<file path="src/rtl/cap_pkg.sv">
package cap_pkg;
  typedef enum logic {
    EDGE_FALL = 1'b0,
    EDGE_RISE = 1'b1
  } edge_kind_e;
endpackage

</file>
<file path="src/rtl/cap_sync.sv">
module cap_sync #(
  parameter int STAGES = 2
) (
  input  logic clk_i,
  input  logic rst_ni,
  input  logic d_i,
  output logic q_o
);
  logic [STAGES-1:0] sh_q;

  generate
    if (STAGES == 1) begin : g_one
      always_ff @(posedge clk_i or negedge rst_ni) begin
        if (!rst_ni) sh_q <= '0;
        else         sh_q <= d_i;
      end
    end else begin : g_many
      always_ff @(posedge clk_i or negedge rst_ni) begin
        if (!rst_ni) sh_q <= '0;
        else         sh_q <= {sh_q[STAGES-2:0], d_i};
      end
    end
  endgenerate

  assign q_o = sh_q[STAGES-1];
endmodule

</file>
<file path="src/rtl/cap_edge_det.sv">
module cap_edge_det
  import cap_pkg::*;
(
  input  logic       clk_i,
  input  logic       rst_ni,
  input  logic       lvl_i,
  input  edge_kind_e sel_i,
  output logic       hit_o
);
  logic prev_q;

  always_ff @(posedge clk_i or negedge rst_ni) begin
    if (!rst_ni) prev_q <= 1'b0;
    else         prev_q <= lvl_i;
  end

  always_comb begin
    unique case (sel_i)
      EDGE_RISE: hit_o = lvl_i & ~prev_q;
      default:   hit_o = ~lvl_i & prev_q;
    endcase
  end

  // a hit cannot repeat on the very next cycle while the select holds
  p_hit_single_r2: assert property (@(posedge clk_i) disable iff (!rst_ni)
    (hit_o && $stable(sel_i)) |=> (!hit_o || !$stable(sel_i)));
endmodule

</file>
<file path="src/rtl/cap_read_lock.sv">
module cap_read_lock (
  input  logic clk_i,
  input  logic rst_ni,
  input  logic rd_hi_i,
  input  logic rd_lo_i,
  output logic block_o
);
  logic lock_q;

  always_ff @(posedge clk_i or negedge rst_ni) begin
    if (!rst_ni)      lock_q <= 1'b0;
    else if (rd_lo_i) lock_q <= 1'b0;
    else if (rd_hi_i) lock_q <= 1'b1;
  end

  // a high read blocks in its own cycle; a low read releases in its own cycle
  assign block_o = rd_hi_i | (lock_q & ~rd_lo_i);

  p_lock_set_r4: assert property (@(posedge clk_i) disable iff (!rst_ni)
    (rd_hi_i && !rd_lo_i) |=> lock_q);
  p_lock_clr_r5: assert property (@(posedge clk_i) disable iff (!rst_ni)
    rd_lo_i |=> !lock_q);
endmodule

</file>
<file path="src/rtl/capture_channel.sv">
module capture_channel
  import cap_pkg::*;
#(
  parameter int CNT_W       = 16,
  parameter int SYNC_STAGES = 2
) (
  input  logic             clk_i,
  input  logic             rst_ni,
  input  logic [CNT_W-1:0] cnt_i,
  input  logic             pin_i,
  input  logic             edge_rise_i,
  input  logic             irq_en_i,
  input  logic             flag_clr_i,
  input  logic             rd_hi_i,
  input  logic             rd_lo_i,
  output logic [7:0]       rd_data_o,
  output logic             flag_o,
  output logic             irq_o
);
  localparam int HALF_W = CNT_W / 2;

  logic             pin_sync;
  logic             hit;
  logic             blocked;
  logic [CNT_W-1:0] cap_q;
  logic             flag_q;

  cap_sync #(.STAGES(SYNC_STAGES)) u_sync (
    .clk_i  (clk_i),
    .rst_ni (rst_ni),
    .d_i    (pin_i),
    .q_o    (pin_sync)
  );

  cap_edge_det u_edge (
    .clk_i  (clk_i),
    .rst_ni (rst_ni),
    .lvl_i  (pin_sync),
    .sel_i  (edge_kind_e'(edge_rise_i)),
    .hit_o  (hit)
  );

  cap_read_lock u_lock (
    .clk_i   (clk_i),
    .rst_ni  (rst_ni),
    .rd_hi_i (rd_hi_i),
    .rd_lo_i (rd_lo_i),
    .block_o (blocked)
  );

  // capture register is deliberately outside reset
  always_ff @(posedge clk_i) begin
    if (hit && !blocked) cap_q <= cnt_i;
  end

  always_ff @(posedge clk_i or negedge rst_ni) begin
    if (!rst_ni)         flag_q <= 1'b0;
    else if (hit)        flag_q <= 1'b1;
    else if (flag_clr_i) flag_q <= 1'b0;
  end

  assign rd_data_o = rd_hi_i ? cap_q[CNT_W-1:HALF_W] : cap_q[HALF_W-1:0];
  assign flag_o    = flag_q;
  assign irq_o     = flag_q & irq_en_i;

  p_load_r3: assert property (@(posedge clk_i) disable iff (!rst_ni)
    (hit && !blocked) |=> (cap_q == $past(cnt_i)));
  p_hold_r4: assert property (@(posedge clk_i) disable iff (!rst_ni)
    (rd_hi_i && !rd_lo_i && !hit) |=> $stable(cap_q));
  p_flag_r6: assert property (@(posedge clk_i) disable iff (!rst_ni)
    hit |=> flag_o);
  p_irq_r7: assert property (@(posedge clk_i) disable iff (!rst_ni)
    hit |=> (!irq_en_i || irq_o));
endmodule

</file>
<file path="config.mk">
export PLATFORM = sky130hd
export DESIGN_NAME = capture_channel
export DESIGN_NICKNAME = d
export VERILOG_FILES = /design/src/rtl/cap_pkg.sv /design/src/rtl/cap_sync.sv /design/src/rtl/cap_edge_det.sv /design/src/rtl/cap_read_lock.sv /design/src/rtl/capture_channel.sv
export SDC_FILE = /design/constraint.sdc
export NUM_CORES = 1
export LEC_CHECK = 0
export BUFFER_PORTS_ARGS = -buffer_cell sky130_fd_sc_hd__buf_4
export CAP_MARGIN = 25
export CORE_ASPECT_RATIO = 2
export CORE_MARGIN = 10
export CORE_UTILIZATION = 28
export CTS_CLUSTER_SIZE = 12
export DETAILED_ROUTE_END_ITERATION = 16
export GPL_TIMING_DRIVEN = 0
export SLEW_MARGIN = 20
export SYNTH_ARGS = -nofsm -noshare
export SYNTH_HDL_FRONTEND = slang
export SYNTH_SLANG_ARGS = --single-unit
export TNS_END_PERCENT = 10
</file>
<file path="constraint.sdc">
create_clock -name clk_i -period 3.26 [get_ports clk_i]
set_input_delay 0.163 -clock clk_i [delete_from_list [all_inputs] [get_ports clk_i]]
set_output_delay 0.163 -clock clk_i [all_outputs]
set_load 0.05 [all_outputs]
</file>
==> results.toml, run 1 <==
[floorplan]
fp.dieW_um = 56.9
placementRows = 26
die_h_um = 93.7
start_util = 0.296
coreArea_um2 = 2570
dieArea_um2 = 5330
io_pins = 34

[place]
pre_cts_ws_ps = 1230
dp_cells = 100
place.gp.congestion = 0.672
dpl_cell_area_um2 = 1050
io_buffers = 32
dpl.hpwl_um = 1310

[yosys]
syn_area_um2 = 761
avgSynthCellArea_um2 = 19.5
yosysSeqAreaShare = 0.796
synth_cells = 39
synth_nets = 63
yosys_warnings = 0
ys_seq_elements = 21
ys_types = 12

[timing]
drv_slew = 0
finalSetupTns_ps = 0
rsz0062_at_grt = "no"
worst_slew_pin_slew_ps = 764
timing.fmax_ghz = 0.505
fin_ws_ps = 1280
max_slew_margin = 0.491
finalHoldViolations = 0
setup_violations = 0
post-route-min-period_ps = 1980
finalCritPeriodShare = 0.607
skew_ps = 9.35

[global_routing]
grt_usage = 0.0601
grt_antenna_before_repair = 0
overflow = 0
grt_pass1_wl_um = 2550
grt_pass1_vias = 541
grt_start_max_net_pins = 13

[critical_path]
critical_path_buf_inv_count = 1
crit_type = "reg -> reg"
crit_path_start_kind = "flip-flop"
slowest_delay_ps = 660
critPathTopFamily = "compound AO/OA/AOI/OAI gates"
required_ps = 3230
cp.arrival_ps = 1950
path_cells = "or3b_1 > a221oi_2 > buf_6"
cp_max_fo = 9
critical-path-slowest-cell = "a221oi_2"
crit_path_end_kind = "flip-flop"

[clock_tree]
clock_path_buffers = 2
clockRootBuffer = "clkbuf_8"
htree_levels = 1
cts_made_buffers = 3
post_cts_resized = 0
clkTransAtPathRegs_ps = 80
clkLatencyLatePin_ps = 250
cts_tree = "done"
clock_sinks = 21

[min_path]
hold_class = "in -> reg"

[finish]
design_area_um2 = 1100
final_nets = 102
instances_no_fill = 105
drive_gt1_frac = 0.610
fill_cells = 258
final-seq-area_um2 = 606
syn_to_final_growth_pct = 45.1
antenna-diode-count = 0
multi_input_area_um2 = 146

[drt]
wirelength_um = 1590
first_iter_violations = 10
ant_nets = 0
dr.pass1.iters = 2
wl_per_cell_um = 15.2
routed_via_density = 4.51
via_count = 474
route.detailed.drc = 0

[status]
outcome = "finished, final reports clean"

[power_and_ir_drop]
p_leak_nw = 0.456
powerDensity_nw_per_um2 = 496
ir_worst_vdd_mv = 0.323

[flow_run]
drv_cap = 0
-- area by class of cell --
| cell class | instances | share of cell area |
|---|---|---|
| Clock inverter | 1 | 0.00454 |
| Inverter | 1 | 0.00340 |
| Sequential cell | 21 | 0.549 |
| Clock buffer | 3 | 0.0374 |
| Tap cell | 28 | 0.0317 |
| Multi-Input combinational cell | 16 | 0.133 |
| Buffer | 1 | 0.00454 |
| Timing Repair Buffer | 34 | 0.237 |
-- sequential cells by signal, indices dropped and copies added, names as in the netlist --
name,cells
cap_q,16
u_sync.sh_q,2
flag_o,1
u_edge.prev_q,1
u_lock.lock_q,1
-- timing repair --
item,4_1_cts,5_1_grt
hold buffers,1,0
setup buffers,0,0
endpoints found under the hold margin,5,0
-- synth_stat cells, drive strengths merged --
library cell / number / area (µm²)
or3b: 1 / 8.76
dfrtp: 5 / 125
nand3b: 1 / 7.51
edfxtp: 16 / 480
mux2: 8 / 90.1
inv: 1 / 3.75
nor2: 2 / 7.51
a221oi: 1 / 15.0
nand3: 1 / 5.00
buf: 1 / 5.00
nand2b: 1 / 6.26
and2: 1 / 6.26
-- through the flow --
stage               power, mW   util  hold WS (ps)
floorplan               0.352      -          -133
global route            0.576  0.429          3.95
finish                  0.548  0.429          20.3
CTS                     0.557  0.429          16.5
global placement        0.388  0.403         -33.1
detailed placement      0.391  0.407         -32.5
-- final timing paths --
check                            endpoint  slack [ps]            from  cells after the start
max                             cap_q[13]        1280  u_sync.sh_q[1]                      3
min                        u_sync.sh_q[0]          20           pin_i                      1
max reg2reg                     cap_q[13]        1280  u_sync.sh_q[1]                      3
min reg2reg                u_sync.sh_q[1]         360  u_sync.sh_q[0]                      0
max in group asynchronous   u_lock.lock_q        2900          rst_ni                      2
min in group asynchronous  u_sync.sh_q[0]         260          rst_ni                      2
-- cell families after synthesis --
group	Yosys count	share of synthesized area
flops	21	0.796
compound gates	1	0.0197
buf+inv	2	0.0115
simple gates	7	0.0543
mux	8	0.118
-- where the power goes --
group	internal [mW]	leakage [nW]	switching, mW
combinational	0.0363	0.224	0.0445
clock	0.0848	0.0255	0.0787
sequential	0.300	0.206	0.00353
total	0.421	0.456	0.127
-- layout by cell type, fill, tap and decap left out --
master / n
clkbuf_8: 3
nor2_1: 2
buf_4: 32
nand3_1: 1
a221oi_2: 1
inv_1: 1
and2_1: 1
buf_6: 1
edfxtp_1: 16
mux2_2: 8
dfrtp_1: 5
dlygate4sd3_1: 1
clkinv_2: 1
nand2b_1: 1
buf_2: 1
nand3b_1: 1
or3b_1: 1
-- worst reg2reg max path: stages, from the launching register on --
cell      delay [ps]
dfrtp_1          390
or3b_1           410
a221oi_2         660
buf_6            240
-- metal layers --
metal  share of wire  routed length, µm  track usage
met1            0.34                546       0.0562
met4           0.012                 19       0.0236
met3            0.12                191       0.0366
met2            0.53                837        0.103
met5               0                  0            0
Power figures use the tool's default switching activity.
==> run 2, diff against run 1 <==
- clock period: 3.26 -> 1.83 ns (I/O delays scaled with it)
==> run 2 against run 1 <==
  * Power rose by 81%
  * Worst setup slack got worse by 1100 ps
  * Core utilization rose by 3.9 points
  * Routed wire length rose by 7.5%
  * Hold slack got worse by 7.1 ps
  * Register-to-register slack got worse by 1100 ps
  * Via count rose by 5.3%
  * Largest power group unchanged
  * Highest routed layer unchanged
==> results.toml, run 2 (synthesis gave the netlist of run 1 again) <==
[timing]
whs_ps = 13.2
finalCritPeriodShare = 0.875
drv_slew = 0
post-route-min-period_ps = 1600
setup_violations = 0
rsz0062_at_grt = "no"
max_slew_margin = 0.820
worst_slew_pin_slew_ps = 270
skew_ps = 3.49
timing.fmax_ghz = 0.625
finalHoldViolations = 0

[critical_path]
required_ps = 1800
critical-path-slowest-cell = "or3b_1"
critical_path_buf_inv_count = 1
crit_type = "reg -> reg"
slowest_delay_ps = 440
startpoint = "u_sync.sh_q[1]"
critPathTopFamily = "simple AND/OR/NAND/NOR gates"
cp_max_fo = 16
path_cells = "or3b_1 > a221oi_4 > buf_12"
crit_path_end_kind = "flip-flop"
cp.arrival_ps = 1570
r2r-start = "u_sync.sh_q[1]"
crit_path_start_kind = "flip-flop"

[drt]
wirelength_um = 1710
dr.pass1.iters = 3
routed_via_density = 4.42
route.detailed.drc = 0
via_count = 499
ant_nets = 0
wl_per_cell_um = 15.2
first_iter_violations = 2

[floorplan]
dieArea_um2 = 5330
start_util = 0.296
io_pins = 34
placementRows = 26
coreArea_um2 = 2570
die_h_um = 93.7
fp.dieW_um = 56.9

[global_routing]
grt_start_max_net_pins = 17
grt_pass1_wl_um = 2500
grt_pass1_vias = 550
grt_antenna_before_repair = 0
overflow = 0
grt_usage = 0.0623

[finish]
final_nets = 110
final_common_cell = "buf_4"
fill_cells = 251
largest_register_ffs = 16
regMostFlops = "cap_q"
post-route-util = 0.468
layout_common_cells = "buf_4, edfxtp_1, dlygate4sd3_1"
top_regs = "cap_q x16, u_sync.sh_q x2"
antenna-diode-count = 0
syn_to_final_growth_pct = 58.2
drive_gt1_frac = 0.553

[clock_tree]
clockRootBuffer = "clkbuf_8"
clkTransAtPathRegs_ps = 70
cts_made_buffers = 3
post_cts_resized = 0
clkLatencyLatePin_ps = 250
cts_tree = "done"
clock_sinks = 21
clock_path_buffers = 2
htree_levels = 1

[min_path]
hp-start = "cnt_i[8]"
hold_class = "in -> reg"

[power_and_ir_drop]
p_leak_nw = 0.496
powerDensity_nw_per_um2 = 824
ir_worst_vdd_mv = 0.453

[status]
outcome = "finished, final reports clean"

[place]
place.gp.congestion = 0.603
io_buffers = 32

[flow_run]
drv_cap = 0
==> run 2: where the power goes <==
group / internal [mW] / switching (mW) / leakage (nW)
clock: 0.151 / 0.137 / 0.0255
sequential: 0.534 / 0.00698 / 0.206
combinational: 0.0785 / 0.0848 / 0.265
total: 0.764 / 0.229 / 0.496
==> run 2: metal layers <==
metal	global-route usage	up-vias	share of wire
li1	-	240	-
met1	0.0493	242	0.30
met2	0.119	15	0.62
met3	0.0271	2	0.074
met4	0.0354	0	0.011
met5	0	-	0
==> run 2: worst register-to-register path, cell delays in order, from the launching register on <==
cell and delay, ps:
dfrtp_1 390, or3b_1 440, a221oi_4 290, buf_12 190
==> run 2: final timing paths <==
kind	end	slack, ps	cells after the start
setup / recovery	cap_q[8]	230	3
hold / removal	cap_q[8]	10	1
setup reg to reg	cap_q[8]	230	3
hold reg to reg	u_sync.sh_q[1]	360	0
max in group asynchronous	u_lock.lock_q	1550	2
min in group asynchronous	u_sync.sh_q[0]	170	2
==> run 2: area by class of cell <==
| cell class | instances | area [µm²] | share of cell area |
|---|---|---|---|
| well taps | 28 | 35.0 | 0.0291 |
| clock inverters | 1 | 5.00 | 0.00416 |
| inverters | 1 | 3.75 | 0.00312 |
| multi-input cells | 16 | 158 | 0.131 |
| flip-flops and latches | 21 | 606 | 0.503 |
| plain buffers | 1 | 5.00 | 0.00416 |
| clock buffers | 3 | 41.3 | 0.0343 |
| repair buffers | 42 | 350 | 0.291 |
==> run 2: stage by stage <==
| stage | TNS (ps) | instances | total power [mW] | instance area (µm²) | worst slack, ps |
|---|---|---|---|---|---|
| floorplan | 0 | 39 | 0.630 | 772 | 71.4 |
| global placement | -1650 | 99 | 0.694 | 1050 | -103 |
| detailed placement | -2330 | 99 | 0.699 | 1050 | -146 |
| CTS | 0 | 107 | 1.00 | 1140 | 236 |
| global route | 0 | 113 | 1.04 | 1200 | 182 |
| finish | 0 | 113 | 0.992 | 1200 | 230 |
==> run 2: what timing repair did <==
item / 4_1_cts / 5_1_grt
setup endpoints to repair: 16 / 0
buffers inserted: 1 / 0
hold buffers: 3 / 6
hold endpoints to repair: 7 / 6
==> run 3, diff against run 2 <==
- BUFFER_PORTS_ARGS: -buffer_cell sky130_fd_sc_hd__buf_4 -> default
- DONT_BUFFER_PORTS: default -> 1
==> run 3 against run 2 <==
  * Critical path depth stayed put
  * Power shrank 4.3%
  * Largest cell class unchanged
  * Cell count decreased by 19%
==> results.toml, run 3 (synthesis gave the netlist of run 1 again) <==
[global_routing]
grt_antenna_before_repair = 0
grt_pass1_wl_um = 2570
grt_pass1_vias = 503
overflow = 0
grt_start_max_net_pins = 12
grt_usage = 0.0619

[finish]
regMostFlops = "cap_q"
layout_common_cells = "dlygate4sd3_1, edfxtp_1, mux2_2"
syn_to_final_growth_pct = 39.0
final_nets = 89
top_regs = "cap_q x16, u_sync.sh_q x2"
largest_register_ffs = 16
final_common_cell = "dlygate4sd3_1"
drive_gt1_frac = 0.234
antenna-diode-count = 0
instances_no_fill = 92

[flow_run]
drv_cap = 0

[drt]
first_iter_violations = 2
wl_per_cell_um = 16.8
ant_nets = 0
dr.pass1.iters = 2
via_count = 415
wirelength_um = 1540
route.detailed.drc = 0
routed_via_density = 4.51

[clock_tree]
clock_path_buffers = 2
clkLatencyLatePin_ps = 250
htree_levels = 1
clkTransAtPathRegs_ps = 70
cts_made_buffers = 3
clock_sinks = 21
cts_tree = "done"
clockRootBuffer = "clkbuf_8"

[floorplan]
placementRows = 26
die_h_um = 93.7
start_util = 0.296
coreArea_um2 = 2570
io_pins = 34
fp.dieW_um = 56.9
dieArea_um2 = 5330

[critical_path]
rrSetupSlack_ps = 260
critPathTopFamily = "simple AND/OR/NAND/NOR gates"
critical_path_buf_inv_count = 1
cp_max_fo = 8
required_ps = 1790
crit_path_start_kind = "flip-flop"
slowest_delay_ps = 440
crit_path_end_kind = "flip-flop"
crit_type = "reg -> reg"
critical-path-slowest-cell = "or3b_1"
path_cells = "or3b_1 > a221oi_4 > buf_4"
cp.arrival_ps = 1530

[timing]
setup_violations = 0
timing.fmax_ghz = 0.636
finalCritPeriodShare = 0.859
finalSetupTns_ps = 0
finalHoldViolations = 0
drv_slew = 0
max_slew_margin = 0.674
rsz0062_at_grt = "no"
skew_ps = 3.75
post-route-min-period_ps = 1570
worst_slew_pin_slew_ps = 489

[power_and_ir_drop]
swShare = 0.226
clockPowerShare = 0.301
ir_worst_vdd_mv = 0.440
p_leak_nw = 0.383
p_seq_frac = 0.579
power_frac_comb = 0.120
powerDensity_nw_per_um2 = 898
p_switching_mw = 0.215
intPower_mw = 0.735

[place]
place.gp.congestion = 0.589
dp_cells = 67
io_buffers = 0

[status]
outcome = "finished, final reports clean"

[min_path]
hold_class = "in -> reg"
run 3: power by group through the flow:
stage	logic, mW	registers (mW)	clock network [mW]
6_report	0.114	0.550	0.286
5_1_grt	0.123	0.552	0.321
4_1_cts	0.117	0.550	0.305
3_5_place_dp	0.0789	0.561	0
3_3_place_gp	0.0784	0.560	0
2_1_floorplan	0.0712	0.559	0
run 3: final cells by class:
type,count,area (µm²)
fillers,247,1510
flip-flops and latches,21,606
repair buffers,21,205
multi-input cells,16,158
clock buffers,4,45.0
well taps,28,35.0
plain buffers,1,5.00
inverters,1,3.75
run 3: metal layers:
metal  share of wire  GRT usage  vias to the layer above  wire, µm
met5               0          0                        -         0
li1                -          -                      195         -
met4           0.015     0.0413                        0        23
met1            0.28     0.0584                      203       424
met2            0.61      0.104                       15       947
met3           0.094     0.0285                        2       145
run 3: path summary, 6_finish.rpt:
kind / endpoint / cells past startpoint / start
min reg2reg: u_sync.sh_q[1] / 0 / u_sync.sh_q[0]
min in group asynchronous: u_sync.sh_q[0] / 1 / rst_ni
min: flag_o / 2 / flag_clr_i
max in group asynchronous: u_lock.lock_q / 1 / rst_ni
max: cap_q[8] / 3 / u_sync.sh_q[1]
max reg2reg: cap_q[8] / 3 / u_sync.sh_q[1]
run 3: through the flow:
stage                     hold slack (ps)  area [µm²]  power, mW  worst slack, ps   util
after detailed placement             -204         807      0.640             -147  0.314
after floorplan                      -204         772      0.630             71.4      -
after global routing                 62.8        1060      0.996              183  0.411
final                                30.8        1060      0.950              257  0.411
after global placement               -204         807      0.638             -106  0.314
after CTS                            25.1        1060      0.972              237  0.411
run 3: repair_timing:
item	CTS	global route
setup endpoints to repair	16	0
resized for setup	0	0
hold endpoints to repair	23	0
setup buffers	2	0
hold buffers	19	0
